===== src/rtl/pp_seq_pkg.sv =====
package pp_seq_pkg;
  typedef enum logic [1:0] {
    PH_IDLE = 2'd0,
    PH_ACQ  = 2'd1,
    PH_CONV = 2'd2,
    PH_READ = 2'd3
  } phase_e;

  typedef enum logic [1:0] {
    TX_IDLE  = 2'd0,
    TX_SHIFT = 2'd1,
    TX_PASS  = 2'd2
  } tx_e;
endpackage


===== src/rtl/pp_phase_ctl.sv =====
module pp_phase_ctl
  import pp_seq_pkg::*;
#(
  parameter int ACQ_LEN = 32,
  localparam int CW = (ACQ_LEN > 1) ? $clog2(ACQ_LEN) : 1
) (
  input  logic          clk_i,
  input  logic          rst_ni,
  input  logic          train_start_i,
  input  logic          adc_done_i,
  input  logic          tx_done_i,
  output phase_e        phase_o,
  output logic [CW-1:0] acq_cnt_o,
  output logic          adc_start_o
);
  phase_e        phase_q;
  logic [CW-1:0] cnt_q;
  logic          start_q;

  always_ff @(posedge clk_i) begin
    if (!rst_ni) begin
      phase_q <= PH_IDLE;
      cnt_q   <= '0;
      start_q <= 1'b0;
    end else begin
      start_q <= 1'b0;
      unique case (phase_q)
        PH_IDLE: begin
          if (train_start_i) begin
            phase_q <= PH_ACQ;
            cnt_q   <= '0;
          end
        end
        PH_ACQ: begin
          if (cnt_q == CW'(ACQ_LEN - 1)) begin
            phase_q <= PH_CONV;
            start_q <= 1'b1;
          end else begin
            cnt_q <= cnt_q + 1'b1;
          end
        end
        PH_CONV: begin
          if (adc_done_i) phase_q <= PH_READ;
        end
        PH_READ: begin
          if (tx_done_i) phase_q <= PH_IDLE;
        end
      endcase
    end
  end

  assign phase_o     = phase_q;
  assign acq_cnt_o   = cnt_q;
  assign adc_start_o = start_q;
endmodule


===== src/rtl/pp_evt_store.sv =====
module pp_evt_store #(
  parameter int EW    = 9,
  parameter int DEPTH = 8,
  localparam int AW   = (DEPTH > 1) ? $clog2(DEPTH) : 1,
  localparam int CNTW = $clog2(DEPTH + 1)
) (
  input  logic            clk_i,
  input  logic            rst_ni,
  input  logic            wr_en_i,
  input  logic [EW-1:0]   wr_dat_i,
  input  logic            clr_i,
  input  logic [AW-1:0]   rd_addr_i,
  output logic [EW-1:0]   rd_dat_o,
  output logic [CNTW-1:0] count_o,
  output logic            full_o
);
  logic [EW-1:0]   mem [DEPTH];
  logic [CNTW-1:0] cnt_q;

  always_ff @(posedge clk_i) begin
    if (!rst_ni) begin
      cnt_q <= '0;
    end else if (clr_i) begin
      cnt_q <= '0;
    end else if (wr_en_i && !full_o) begin
      cnt_q <= cnt_q + 1'b1;
    end
  end

  always_ff @(posedge clk_i) begin
    if (wr_en_i && !full_o) mem[cnt_q[AW-1:0]] <= wr_dat_i;
  end

  assign rd_dat_o = mem[rd_addr_i];
  assign count_o  = cnt_q;
  assign full_o   = (cnt_q == CNTW'(DEPTH));
endmodule


===== src/rtl/pp_ser_tx.sv =====
module pp_ser_tx
  import pp_seq_pkg::*;
#(
  parameter int EW    = 9,
  parameter int DEPTH = 8,
  localparam int AW   = (DEPTH > 1) ? $clog2(DEPTH) : 1,
  localparam int CNTW = $clog2(DEPTH + 1),
  localparam int BW   = (EW > 1) ? $clog2(EW) : 1
) (
  input  logic            clk_i,
  input  logic            rst_ni,
  input  logic            grant_i,
  input  logic [CNTW-1:0] evt_cnt_i,
  input  logic [EW-1:0]   rd_dat_i,
  output logic [AW-1:0]   rd_addr_o,
  input  logic            ser_rdy_i,
  output logic            ser_vld_o,
  output logic            ser_dat_o,
  output logic            ser_oe_o,
  output logic            token_o,
  output logic            busy_o,
  output logic            done_o
);
  tx_e             st_q;
  logic [EW-1:0]   sh_q;
  logic [BW-1:0]   bit_q;
  logic [CNTW-1:0] ptr_q;

  always_ff @(posedge clk_i) begin
    if (!rst_ni) begin
      st_q  <= TX_IDLE;
      sh_q  <= '0;
      bit_q <= '0;
      ptr_q <= '0;
    end else begin
      unique case (st_q)
        TX_IDLE: begin
          if (grant_i) begin
            if (evt_cnt_i == '0) begin
              st_q <= TX_PASS;
            end else begin
              sh_q  <= rd_dat_i;
              ptr_q <= ptr_q + 1'b1;
              bit_q <= '0;
              st_q  <= TX_SHIFT;
            end
          end
        end
        TX_SHIFT: begin
          if (ser_rdy_i) begin
            if (bit_q == BW'(EW - 1)) begin
              if (ptr_q == evt_cnt_i) begin
                st_q <= TX_PASS;
              end else begin
                sh_q  <= rd_dat_i;
                ptr_q <= ptr_q + 1'b1;
                bit_q <= '0;
              end
            end else begin
              sh_q  <= {sh_q[EW-2:0], 1'b0};
              bit_q <= bit_q + 1'b1;
            end
          end
        end
        TX_PASS: begin
          st_q  <= TX_IDLE;
          ptr_q <= '0;
        end
        default: st_q <= TX_IDLE;
      endcase
    end
  end

  assign rd_addr_o = ptr_q[AW-1:0];
  assign ser_vld_o = (st_q == TX_SHIFT);
  assign ser_oe_o  = (st_q == TX_SHIFT);
  assign ser_dat_o = (st_q == TX_SHIFT) && sh_q[EW-1];
  assign token_o   = (st_q == TX_PASS);
  assign done_o    = (st_q == TX_PASS);
  assign busy_o    = (st_q != TX_IDLE);
endmodule


===== src/rtl/pp_pwr_map.sv =====
module pp_pwr_map
  import pp_seq_pkg::*;
#(
  parameter int                NSTAGE    = 5,
  parameter logic [NSTAGE-1:0] MASK_ACQ  = '0,
  parameter logic [NSTAGE-1:0] MASK_CONV = '0,
  parameter logic [NSTAGE-1:0] MASK_READ = '0
) (
  input  phase_e            phase_i,
  input  logic [NSTAGE-1:0] pulse_en_i,
  output logic [NSTAGE-1:0] pwr_en_o
);
  for (genvar g = 0; g < NSTAGE; g++) begin : g_stage
    logic need;
    always_comb begin
      unique case (phase_i)
        PH_ACQ:  need = MASK_ACQ[g];
        PH_CONV: need = MASK_CONV[g];
        PH_READ: need = MASK_READ[g];
        default: need = 1'b0;
      endcase
    end
    assign pwr_en_o[g] = !pulse_en_i[g] || need;
  end
endmodule


===== src/rtl/pp_seq.sv =====
module pp_seq
  import pp_seq_pkg::*;
#(
  parameter int                DW        = 8,
  parameter int                DEPTH     = 8,
  parameter int                ACQ_LEN   = 32,
  parameter int                NSTAGE    = 5,
  parameter logic [NSTAGE-1:0] MASK_ACQ  = 5'b00111,
  parameter logic [NSTAGE-1:0] MASK_CONV = 5'b01010,
  parameter logic [NSTAGE-1:0] MASK_READ = 5'b10000
) (
  input  logic              clk_i,
  input  logic              rst_ni,
  input  logic              train_start_i,
  input  logic              force_trig_i,
  input  logic              evt_vld_i,
  output logic              evt_rdy_o,
  input  logic [DW-1:0]     evt_dat_i,
  output logic              adc_start_o,
  input  logic              adc_done_i,
  input  logic              token_i,
  output logic              token_o,
  output logic              ser_vld_o,
  input  logic              ser_rdy_i,
  output logic              ser_dat_o,
  output logic              ser_oe_o,
  input  logic [NSTAGE-1:0] pulse_en_i,
  output logic [NSTAGE-1:0] pwr_en_o,
  output logic [1:0]        phase_o
);
  localparam int EW   = DW + 1;
  localparam int AW   = (DEPTH > 1) ? $clog2(DEPTH) : 1;
  localparam int CNTW = $clog2(DEPTH + 1);
  localparam int CW   = (ACQ_LEN > 1) ? $clog2(ACQ_LEN) : 1;

  phase_e          phase;
  logic [CW-1:0]   acq_cnt;
  logic            tx_done, tx_busy, grant;
  logic            full, wr_en, in_acq;
  logic [EW-1:0]   wr_dat, rd_dat;
  logic [AW-1:0]   rd_addr;
  logic [CNTW-1:0] evt_cnt;
  logic [DW-1:0]   stamp;

  pp_phase_ctl #(.ACQ_LEN(ACQ_LEN)) u_phase (
    .clk_i, .rst_ni, .train_start_i, .adc_done_i,
    .tx_done_i(tx_done), .phase_o(phase), .acq_cnt_o(acq_cnt),
    .adc_start_o
  );

  assign in_acq    = (phase == PH_ACQ);
  assign stamp     = DW'(acq_cnt);
  assign evt_rdy_o = in_acq && !full && !force_trig_i;
  assign wr_en     = in_acq && !full && (force_trig_i || evt_vld_i);
  assign wr_dat    = force_trig_i ? {1'b1, stamp} : {1'b0, evt_dat_i};

  pp_evt_store #(.EW(EW), .DEPTH(DEPTH)) u_store (
    .clk_i, .rst_ni, .wr_en_i(wr_en), .wr_dat_i(wr_dat), .clr_i(tx_done),
    .rd_addr_i(rd_addr), .rd_dat_o(rd_dat), .count_o(evt_cnt), .full_o(full)
  );

  assign grant = (phase == PH_READ) && token_i && !tx_busy;

  pp_ser_tx #(.EW(EW), .DEPTH(DEPTH)) u_tx (
    .clk_i, .rst_ni, .grant_i(grant), .evt_cnt_i(evt_cnt), .rd_dat_i(rd_dat),
    .rd_addr_o(rd_addr), .ser_rdy_i, .ser_vld_o, .ser_dat_o, .ser_oe_o,
    .token_o, .busy_o(tx_busy), .done_o(tx_done)
  );

  pp_pwr_map #(
    .NSTAGE(NSTAGE), .MASK_ACQ(MASK_ACQ), .MASK_CONV(MASK_CONV), .MASK_READ(MASK_READ)
  ) u_pwr (
    .phase_i(phase), .pulse_en_i, .pwr_en_o
  );

  assign phase_o = phase;
endmodule


===== config.mk =====
export PLATFORM = sky130hd
export DESIGN_NAME = pp_seq
export DESIGN_NICKNAME = d
export VERILOG_FILES = /design/src/rtl/pp_seq_pkg.sv /design/src/rtl/pp_phase_ctl.sv /design/src/rtl/pp_evt_store.sv /design/src/rtl/pp_ser_tx.sv /design/src/rtl/pp_pwr_map.sv /design/src/rtl/pp_seq.sv
export SDC_FILE = /design/constraint.sdc
export NUM_CORES = 1
export LEC_CHECK = 0
export BUFFER_PORTS_ARGS = -buffer_cell sky130_fd_sc_hd__buf_4
export CORE_ASPECT_RATIO = 1.1
export CORE_MARGIN = 3
export CORE_UTILIZATION = 25
export DETAILED_ROUTE_END_ITERATION = 6
export PLACE_DENSITY_LB_ADDON = 0.12
export SLEW_MARGIN = 5
export SYNTH_ARGS = -nofsm -noshare
export SYNTH_HDL_FRONTEND = slang
export SYNTH_SLANG_ARGS = --single-unit

===== constraint.sdc =====
create_clock -name clk_i -period 3.1 [get_ports clk_i]
set_input_delay 0.465 -clock clk_i [delete_from_list [all_inputs] [get_ports clk_i]]
set_output_delay 0.465 -clock clk_i [all_outputs]
set_load 0.02 [all_outputs]

==> results of run 1 <==
[per-layer routing]
layer / track usage (%) / up-vias / wire, um
met5: 0 / - / 0
met4: 4.19 / 0 / 207
met3: 2.32 / 16 / 370
met2: 19.1 / 59 / 5540
met1: 15.2 / 1474 / 5130
li1: - / 1438 / -
[area by class of cell]
cell class                 instances  area (um2)
fill                            1910       12900
sequential                       106        2840
multi-input combinational        232        1720
timing repair buffer              46         345
tap                              243         304
clock buffer                       9         225
clock inverter                     7        76.3
inverter                           8        30.0
[cells in the mapped netlist, types with 2 or more instances]
cell | instances | share of area (%)
sky130_fd_sc_hd__nand2_1 | 24 | 1.9
sky130_fd_sc_hd__nor2b_1 | 15 | 2.0
sky130_fd_sc_hd__buf_4 | 4 | 0.64
sky130_fd_sc_hd__xnor2_1 | 3 | 0.56
sky130_fd_sc_hd__a31o_2 | 2 | 0.37
sky130_fd_sc_hd__a221oi_1 | 8 | 1.5
sky130_fd_sc_hd__nor2_1 | 23 | 1.8
sky130_fd_sc_hd__a211o_1 | 3 | 0.56
sky130_fd_sc_hd__xor2_1 | 6 | 1.1
sky130_fd_sc_hd__nand3b_1 | 2 | 0.32
sky130_fd_sc_hd__o211ai_1 | 2 | 0.32
sky130_fd_sc_hd__mux4_2 | 2 | 0.96
sky130_fd_sc_hd__and3_1 | 3 | 0.40
sky130_fd_sc_hd__a21boi_0 | 3 | 0.48
sky130_fd_sc_hd__a22oi_1 | 2 | 0.32
sky130_fd_sc_hd__mux2i_1 | 18 | 3.8
sky130_fd_sc_hd__inv_1 | 8 | 0.64
sky130_fd_sc_hd__o211a_1 | 2 | 0.42
sky130_fd_sc_hd__buf_6 | 3 | 0.72
sky130_fd_sc_hd__o21ai_0 | 9 | 0.96
sky130_fd_sc_hd__dfxtp_1 | 34 | 14
sky130_fd_sc_hd__mux2_2 | 23 | 5.5
sky130_fd_sc_hd__a21oi_1 | 20 | 2.1
sky130_fd_sc_hd__o21ai_1 | 3 | 0.32
sky130_fd_sc_hd__clkbuf_1 | 5 | 0.40
sky130_fd_sc_hd__nor3_1 | 2 | 0.21
sky130_fd_sc_hd__nor4b_1 | 3 | 0.56
sky130_fd_sc_hd__a31oi_1 | 2 | 0.27
sky130_fd_sc_hd__buf_2 | 5 | 0.53
sky130_fd_sc_hd__nand3_1 | 6 | 0.64
sky130_fd_sc_hd__o22ai_1 | 8 | 1.1
sky130_fd_sc_hd__nand2b_1 | 11 | 1.5
sky130_fd_sc_hd__buf_1 | 2 | 0.16
sky130_fd_sc_hd__nand4_1 | 3 | 0.40
sky130_fd_sc_hd__ha_1 | 11 | 2.9
sky130_fd_sc_hd__edfxtp_1 | 72 | 46
[registers in the layout, summed over array words and instances (netlist names), named ones only]
signal and cells:
u_phase.adc_start_o 1, u_tx.ptr_q 4, u_tx.sh_q 9, u_tx.bit_q 4, u_phase.phase_o 2, u_store.mem 72, u_store.count_o 4, u_tx.st_q 2
u_phase.acq_cnt_o 5
[worst min-delay path by stage]
stage,cells after the start,start,to
floorplan,2,u_tx.sh_q[2],u_tx.sh_q[3]
global placement,2,u_tx.sh_q[6],u_tx.sh_q[7]
detailed placement,2,u_tx.sh_q[3],u_tx.sh_q[4]
CTS,2,u_tx.sh_q[3],u_tx.sh_q[4]
global route,3,token_i,u_tx.st_q[0]
finish,2,u_tx.sh_q[3],u_tx.sh_q[4]
[cells by family after synthesis]
logic type	share of synthesized area, %
multiplexers	10.3
flip-flops	60.3
XOR/XNOR	1.67
AO/OA/AOI/OAI	10.7
buffers and inverters	3.19
adder cells (fa/ha/maj)	2.92
AND/OR/NAND/NOR	10.9
[power by group through the flow]
stage | combinational [mW] | clock, mW | sequential (mW)
detailed placement | 0.691 | 0 | 1.69
floorplan | 0.464 | 0 | 1.68
finish | 0.675 | 1.17 | 1.66
CTS | 0.694 | 1.21 | 1.66
global placement | 0.686 | 0 | 1.69
global route | 0.760 | 1.27 | 1.67
[critical path, delay by kind of cell (launching register included)]
family	cells	cell delay, ps
fa+ha+maj	1	400
flops	1	350
buf+inv	2	270
simple gates	1	170
compound gates	1	160
[per-stage QoR]
step                      area [um2]  utilization, %  setup WS, ps  cells  total power [mW]
final                           5540            30.0           950    651              3.50
after global placement          5240            28.4          1050    635              2.38
after detailed placement        5240            28.4          1010    635              2.39
after CTS                       5540            30.0           913    651              3.57
after floorplan                 4710               -           700    366              2.14
after global routing            5540            30.0           782    651              3.70
==> key figures, run 1 <==
STA
  • Slew at the pin with the worst max-slew slack: 785 ps
  • Total count of max-transition violations in the final report: 0
  • Number of endpoints with negative hold slack in the final report: 0
  • Hold_ws: 453 ps
  • Max_slew headroom: 47.5%
  • Unrepaired setup endpoints after global routing: false
  • Final period utilization: 69.4%
  • Clock Skew: 6.21 ps
  • Clock period minus final worst setup slack: 2150 ps
  • Setup Viol. Count Final: 0
  • Total negative slack for setup checks: 0 ps
  • Upper clock frequency limit: 0.465 GHz

Detailed routing
  • DRC violation count after routing: 0
  • DR vias: 2987
  • Antenna Nets Post-Route: 0
  • DRT Wirelength: 11200 um
  • Drt pass-1 iters: 4
  • Post-detailed-route wirelength per cell: 17.3 um
  • Initial drt markers: 173
  • Via-to-Cell Ratio: 4.59

Worst setup path
  • Largest incremental delay on the critical path: 400 ps
  • Worst Setup Path Type: reg2out
  • Worst setup path end: evt_rdy_o
  • Worst-path cell with the longest stage delay: sky130_fd_sc_hd__ha_1
  • Cells on worst reg2reg path: 6
  • Data arrival at the endpoint of the critical path: 1680 ps
  • Endpoint required time on the critical path: 2630 ps
  • Element type at the critical path start: flip-flop
  • Reg2Reg Launch Point: u_phase.phase_o[1]
  • CP cell instances: inv_1, ha_1, o21ai_0, nor2_1, buf_4
  • Origin of the worst setup path: u_phase.phase_o[1]
  • Largest driver fanout on the critical path: 11
  • FF-to-FF setup slack: 1060 ps
  • Worst setup EP type: primary output
  • Endpoint of the lowest-slack register-to-register path: u_store.mem[0][6]

Pwr
  • Part of the total power dissipated in combinational logic: 19.3%
  • Clock network fraction of total power: 33.3%
  • Net switching fraction of the power: 28.4%
  • Pwr dens: 631 nW/um2
  • Int Power: 2.51 mW
  • Leakage component of the power: 1.95 nW
  • Worst supply voltage drop on vdd: 267 uV
  • Switching power: 0.994 mW
  • Share of total power in sequential cells: 47.4%

Clocking
  • Maximum level of the CTS H-tree: 3
  • Root Driver: sky130_fd_sc_hd__clkbuf_16
  • Clock slew seen by the registers of the worst setup and hold paths: 70 ps
  • Number of sinks on the clock net: 106
  • Number of buffers inserted for hold repair after clock tree synthesis: 0
  • Maximum clock insertion buffer count: 2
  • Post CTS Setup Buffer Count: 0
  • Number of clock buffers inserted by TritonCTS: 9
  • Clock latency at the later pin of the worst-skew pair: 350 ps
  • CTS tree: built
  • Resized cells post-CTS: 0

Layout
  • Number of nets in the layout: 435
  • Area Overhead vs Synth: 17.7%
  • Commonest non-fill, non-tap cell in the layout: sky130_fd_sc_hd__edfxtp_1
  • Ant. Diodes: 0
  • Share of cells above drive strength 1: 23.3%
  • Most used cells in the layout excluding fill and tap cells: sky130_fd_sc_hd__edfxtp_1 (72), sky130_fd_sc_hd__buf_4 (46), sky130_fd_sc_hd__dfxtp_1 (33)

Placed design
  • GPL Wtd Cong: 0.724
  • Post-DP HPWL: 7640 um
  • Port Buffer Count: 33

Synth
  • Proportion of synthesized chip area in sequential cells: 60.3%
  • Distinct cells, synth: 50
  • Async SR Flop Fraction: 0%
  • Number of warnings issued by yosys: 0
  • Number of register bits inferred by synthesis: 106
  • Post-Synthesis Mean Instance Area: 12.9 um2
  • Net count of the mapped netlist: 398
  • Cell count after synthesis: 366
  • Post-synth design cell area: 4710 um2
  • Number of enable-type register cells in the synthesized netlist: 72
  • Main flop type after synthesis: sky130_fd_sc_hd__edfxtp_1

Floorplanning
  • Core footprint: 18500 um2
  • I/O pins: 34
  • Count of standard-cell rows: 52
  • Starting density of the core: 25.5%
  • Area of the die: 20500 um2
  • Die Wd: 137 um
  • Vertical die dimension: 150 um

GRT
  • Via count of the first global-routing pass: 3072
  • Global route total overflow: 0
  • GR Util All Layers: 11.6%
  • Pin count of the biggest net entering global routing: 31
  • Wire length of the first global-routing pass: 17700 um
  • Antenna violations before repair: 0

Job
  • Max Cap Violations: 0

Outcome
  • Outcome: finished clean

Min path
  • Class of the tightest hold or removal check: reg2reg
Power figures use the tool's default switching activity.
==> run 2, diff against run 1 <==
==> constraint.sdc (replaced) <==
create_clock -name clk_i -period 2.25 [get_ports clk_i]
set_input_delay 0.3375 -clock clk_i [delete_from_list [all_inputs] [get_ports clk_i]]
set_output_delay 0.3375 -clock clk_i [all_outputs]
set_load 0.02 [all_outputs]
==> key figures, run 2 (same netlist as run 1, synthesis figures left out) <==
STA
  • Total count of max-transition violations in the final report: 0 (unchanged)
  • Upper clock frequency limit: 0.510 GHz
  • Max_slew headroom: 55.8% (+8.2 points)
  • Final period utilization: 87.2%
  • Total negative slack for setup checks: 0 ps (unchanged)
  • Clock period minus final worst setup slack: 1960 ps
  • Slew at the pin with the worst max-slew slack: 662 ps (-123 ps)
  • Unrepaired setup endpoints after global routing: false
  • Number of endpoints with negative hold slack in the final report: 0 (unchanged)
  • Setup Viol. Count Final: 0 (unchanged)
  • Clock Skew: 6.16 ps (-0.0513 ps)

Worst setup path
  • Gate family responsible for the most delay along the worst path: flip-flops
  • Reg2Reg Launch Point: u_store.count_o[0]
  • Cells on worst reg2reg path: 8 (+2)
  • Data arrival at the endpoint of the critical path: 1620 ps (-60 ps)
  • Endpoint of the lowest-slack register-to-register path: u_tx.sh_q[5]
  • FF-to-FF setup slack: 290 ps (-770 ps)
  • Endpoint required time on the critical path: 1910 ps (-720 ps)
  • Largest driver fanout on the critical path: 9 (-2)
  • Element type at the critical path start: flip-flop
  • Most numerous cell on the critical path: sky130_fd_sc_hd__buf_4
  • Worst-path cell with the longest stage delay: sky130_fd_sc_hd__dfxtp_1
  • Worst Setup Path Type: reg2out
  • CP cell instances: nor2b_1, buf_4, and2_1, buf_4
  • Worst setup EP type: primary output
  • Count of buffer and inverter cells on the critical path: 2 (unchanged)
  • Largest incremental delay on the critical path: 500 ps (+100 ps)

Floorplanning
  • Area of the die: 20500 um2 (unchanged)
  • Core footprint: 18500 um2 (unchanged)
  • I/O pins: 34 (unchanged)
  • Count of standard-cell rows: 52 (unchanged)
  • Die Wd: 137 um (unchanged)
  • Vertical die dimension: 150 um (unchanged)
  • Starting density of the core: 25.5% (unchanged)

Clocking
  • Clock latency at the later pin of the worst-skew pair: 350 ps (about the same)
  • Root Driver: sky130_fd_sc_hd__clkbuf_16
  • CTS tree: built
  • Maximum level of the CTS H-tree: 3 (unchanged)
  • Clock slew seen by the registers of the worst setup and hold paths: 70 ps (about the same)
  • Number of buffers inserted for hold repair after clock tree synthesis: 0 (unchanged)
  • Post CTS Setup Buffer Count: 0 (unchanged)
  • Number of sinks on the clock net: 106 (unchanged)
  • Number of clock buffers inserted by TritonCTS: 9 (unchanged)
  • Maximum clock insertion buffer count: 2 (unchanged)
  • Resized cells post-CTS: 0 (unchanged)

Detailed routing
  • Post-detailed-route wirelength per cell: 16.7 um (-3.5%)
  • Antenna Nets Post-Route: 0 (unchanged)
  • Initial drt markers: 227 (+31%)
  • DRT Wirelength: 11000 um (-2.4%)
  • DRC violation count after routing: 0 (unchanged)
  • DR vias: 2919 (-2.3%)
  • Via-to-Cell Ratio: 4.44 (-3.3%)
  • Drt pass-1 iters: 4 (unchanged)

Placed design
  • GPL Wtd Cong: 0.701 (-3.2%)
  • Placed standard-cell area: 5300 um2 (+1.1%)
  • Number of instances in the placed design: 642 (+1.1%)
  • Post-DP HPWL: 7610 um (-0.35%)
  • Port Buffer Count: 33 (unchanged)

GRT
  • Wire length of the first global-routing pass: 17100 um (-3.2%)
  • Via count of the first global-routing pass: 2947 (-4.1%)
  • GR Util All Layers: 11.3% (-0.37 points)
  • Pin count of the biggest net entering global routing: 31 (unchanged)
  • Global route total overflow: 0 (unchanged)
  • Antenna violations before repair: 0 (unchanged)

Layout
  • Layout filler cell count: 1905 (-0.26%)
  • Area Overhead vs Synth: 19.1%
  • Max reg flops: 72 (unchanged)
  • Most used cells in the layout excluding fill and tap cells: sky130_fd_sc_hd__edfxtp_1 (72), sky130_fd_sc_hd__buf_4 (53), sky130_fd_sc_hd__dfxtp_1 (33)
  • Post-route insts no fill: 658 (+1.1%)
  • Ant. Diodes: 0 (unchanged)
  • Final instance area: 5610 um2 (+1.2%)
  • Commonest non-fill, non-tap cell in the layout: sky130_fd_sc_hd__edfxtp_1
  • Share of cells above drive strength 1: 24.3% (+1.1 points)
  • Number of nets in the layout: 442 (+1.6%)

Min path
  • Cells on Worst Hold Path: 3 (+1)
  • Class of the tightest hold or removal check: in2reg
  • End of the worst hold path: u_tx.st_q[0]
  • Worst min-delay path startpoint: token_i

Outcome
  • Outcome: finished clean

Job
  • Max Cap Violations: 0 (unchanged)

Pwr
  • Pwr dens: 874 nW/um2 (+38%)
  • Leakage component of the power: 1.98 nW (+1.7%)
  • Worst supply voltage drop on vdd: 373 uV (+40%)
-- run 2: layout make-up --
| cell class | instances | area [um2] | share of cell area [%] |
|---|---|---|---|
| clock buffers | 11 | 233 | 4.15 |
| clock inverters | 5 | 78.8 | 1.40 |
| multi-input cells | 232 | 1720 | 30.7 |
| repair buffers | 53 | 398 | 7.09 |
| flip-flops and latches | 106 | 2840 | 50.7 |
| well taps | 243 | 304 | 5.42 |
| inverters | 8 | 30.0 | 0.535 |
-- run 2: layer usage --
metal | global-route usage (%) | wire length, um | up-vias
met1 | 14.9 | 5270 | 1409
met5 | 0 | 0 | -
met4 | 4.04 | 165 | 0
met3 | 2.52 | 357 | 11
met2 | 18.1 | 5170 | 48
li1 | - | - | 1451
-- run 2: worst max-delay path by stage --
| stage | to | depth (start not counted) | slack [ps] | startpoint |
|---|---|---|---|---|
| after floorplan | u_store.mem[1][0] | 4 | 40 | u_phase.phase_o[0] |
| after CTS | evt_rdy_o | 5 | 220 | u_phase.phase_o[1] |
| after detailed placement | u_store.mem[4][8] | 6 | 240 | u_phase.phase_o[1] |
| after global routing | u_tx.sh_q[4] | 8 | 10 | u_store.count_o[0] |
| final | ser_dat_o | 4 | 290 | u_tx.st_q[0] |
| after global placement | u_tx.sh_q[2] | 8 | 290 | u_store.count_o[0] |
-- run 2: through the flow --
step / hold slack, ps / util [%] / power (mW) / setup WS [ps]
after floorplan: 427 / - / 2.96 / 36.9
after global placement: 443 / 28.7 / 3.29 / 294
after detailed placement: 440 / 28.7 / 3.30 / 244
after CTS: 326 / 30.4 / 4.99 / 224
after global routing: 337 / 30.4 / 5.15 / 12.9
final: 338 / 30.4 / 4.90 / 288
-- run 2: power breakdown --
part	switching [mW]	leakage, nW	internal [mW]	total (mW)
sequential	0.0776	0.934	2.20	2.28
clock	0.701	0.143	0.973	1.67
combinational	0.560	0.908	0.389	0.949
total	1.34	1.98	3.57	4.90
-- run 2: tightest hold or removal path, cell delays in order --
cell and delay, ps:
sky130_fd_sc_hd__buf_4 80, sky130_fd_sc_hd__a211o_1 110, sky130_fd_sc_hd__o211a_1 130
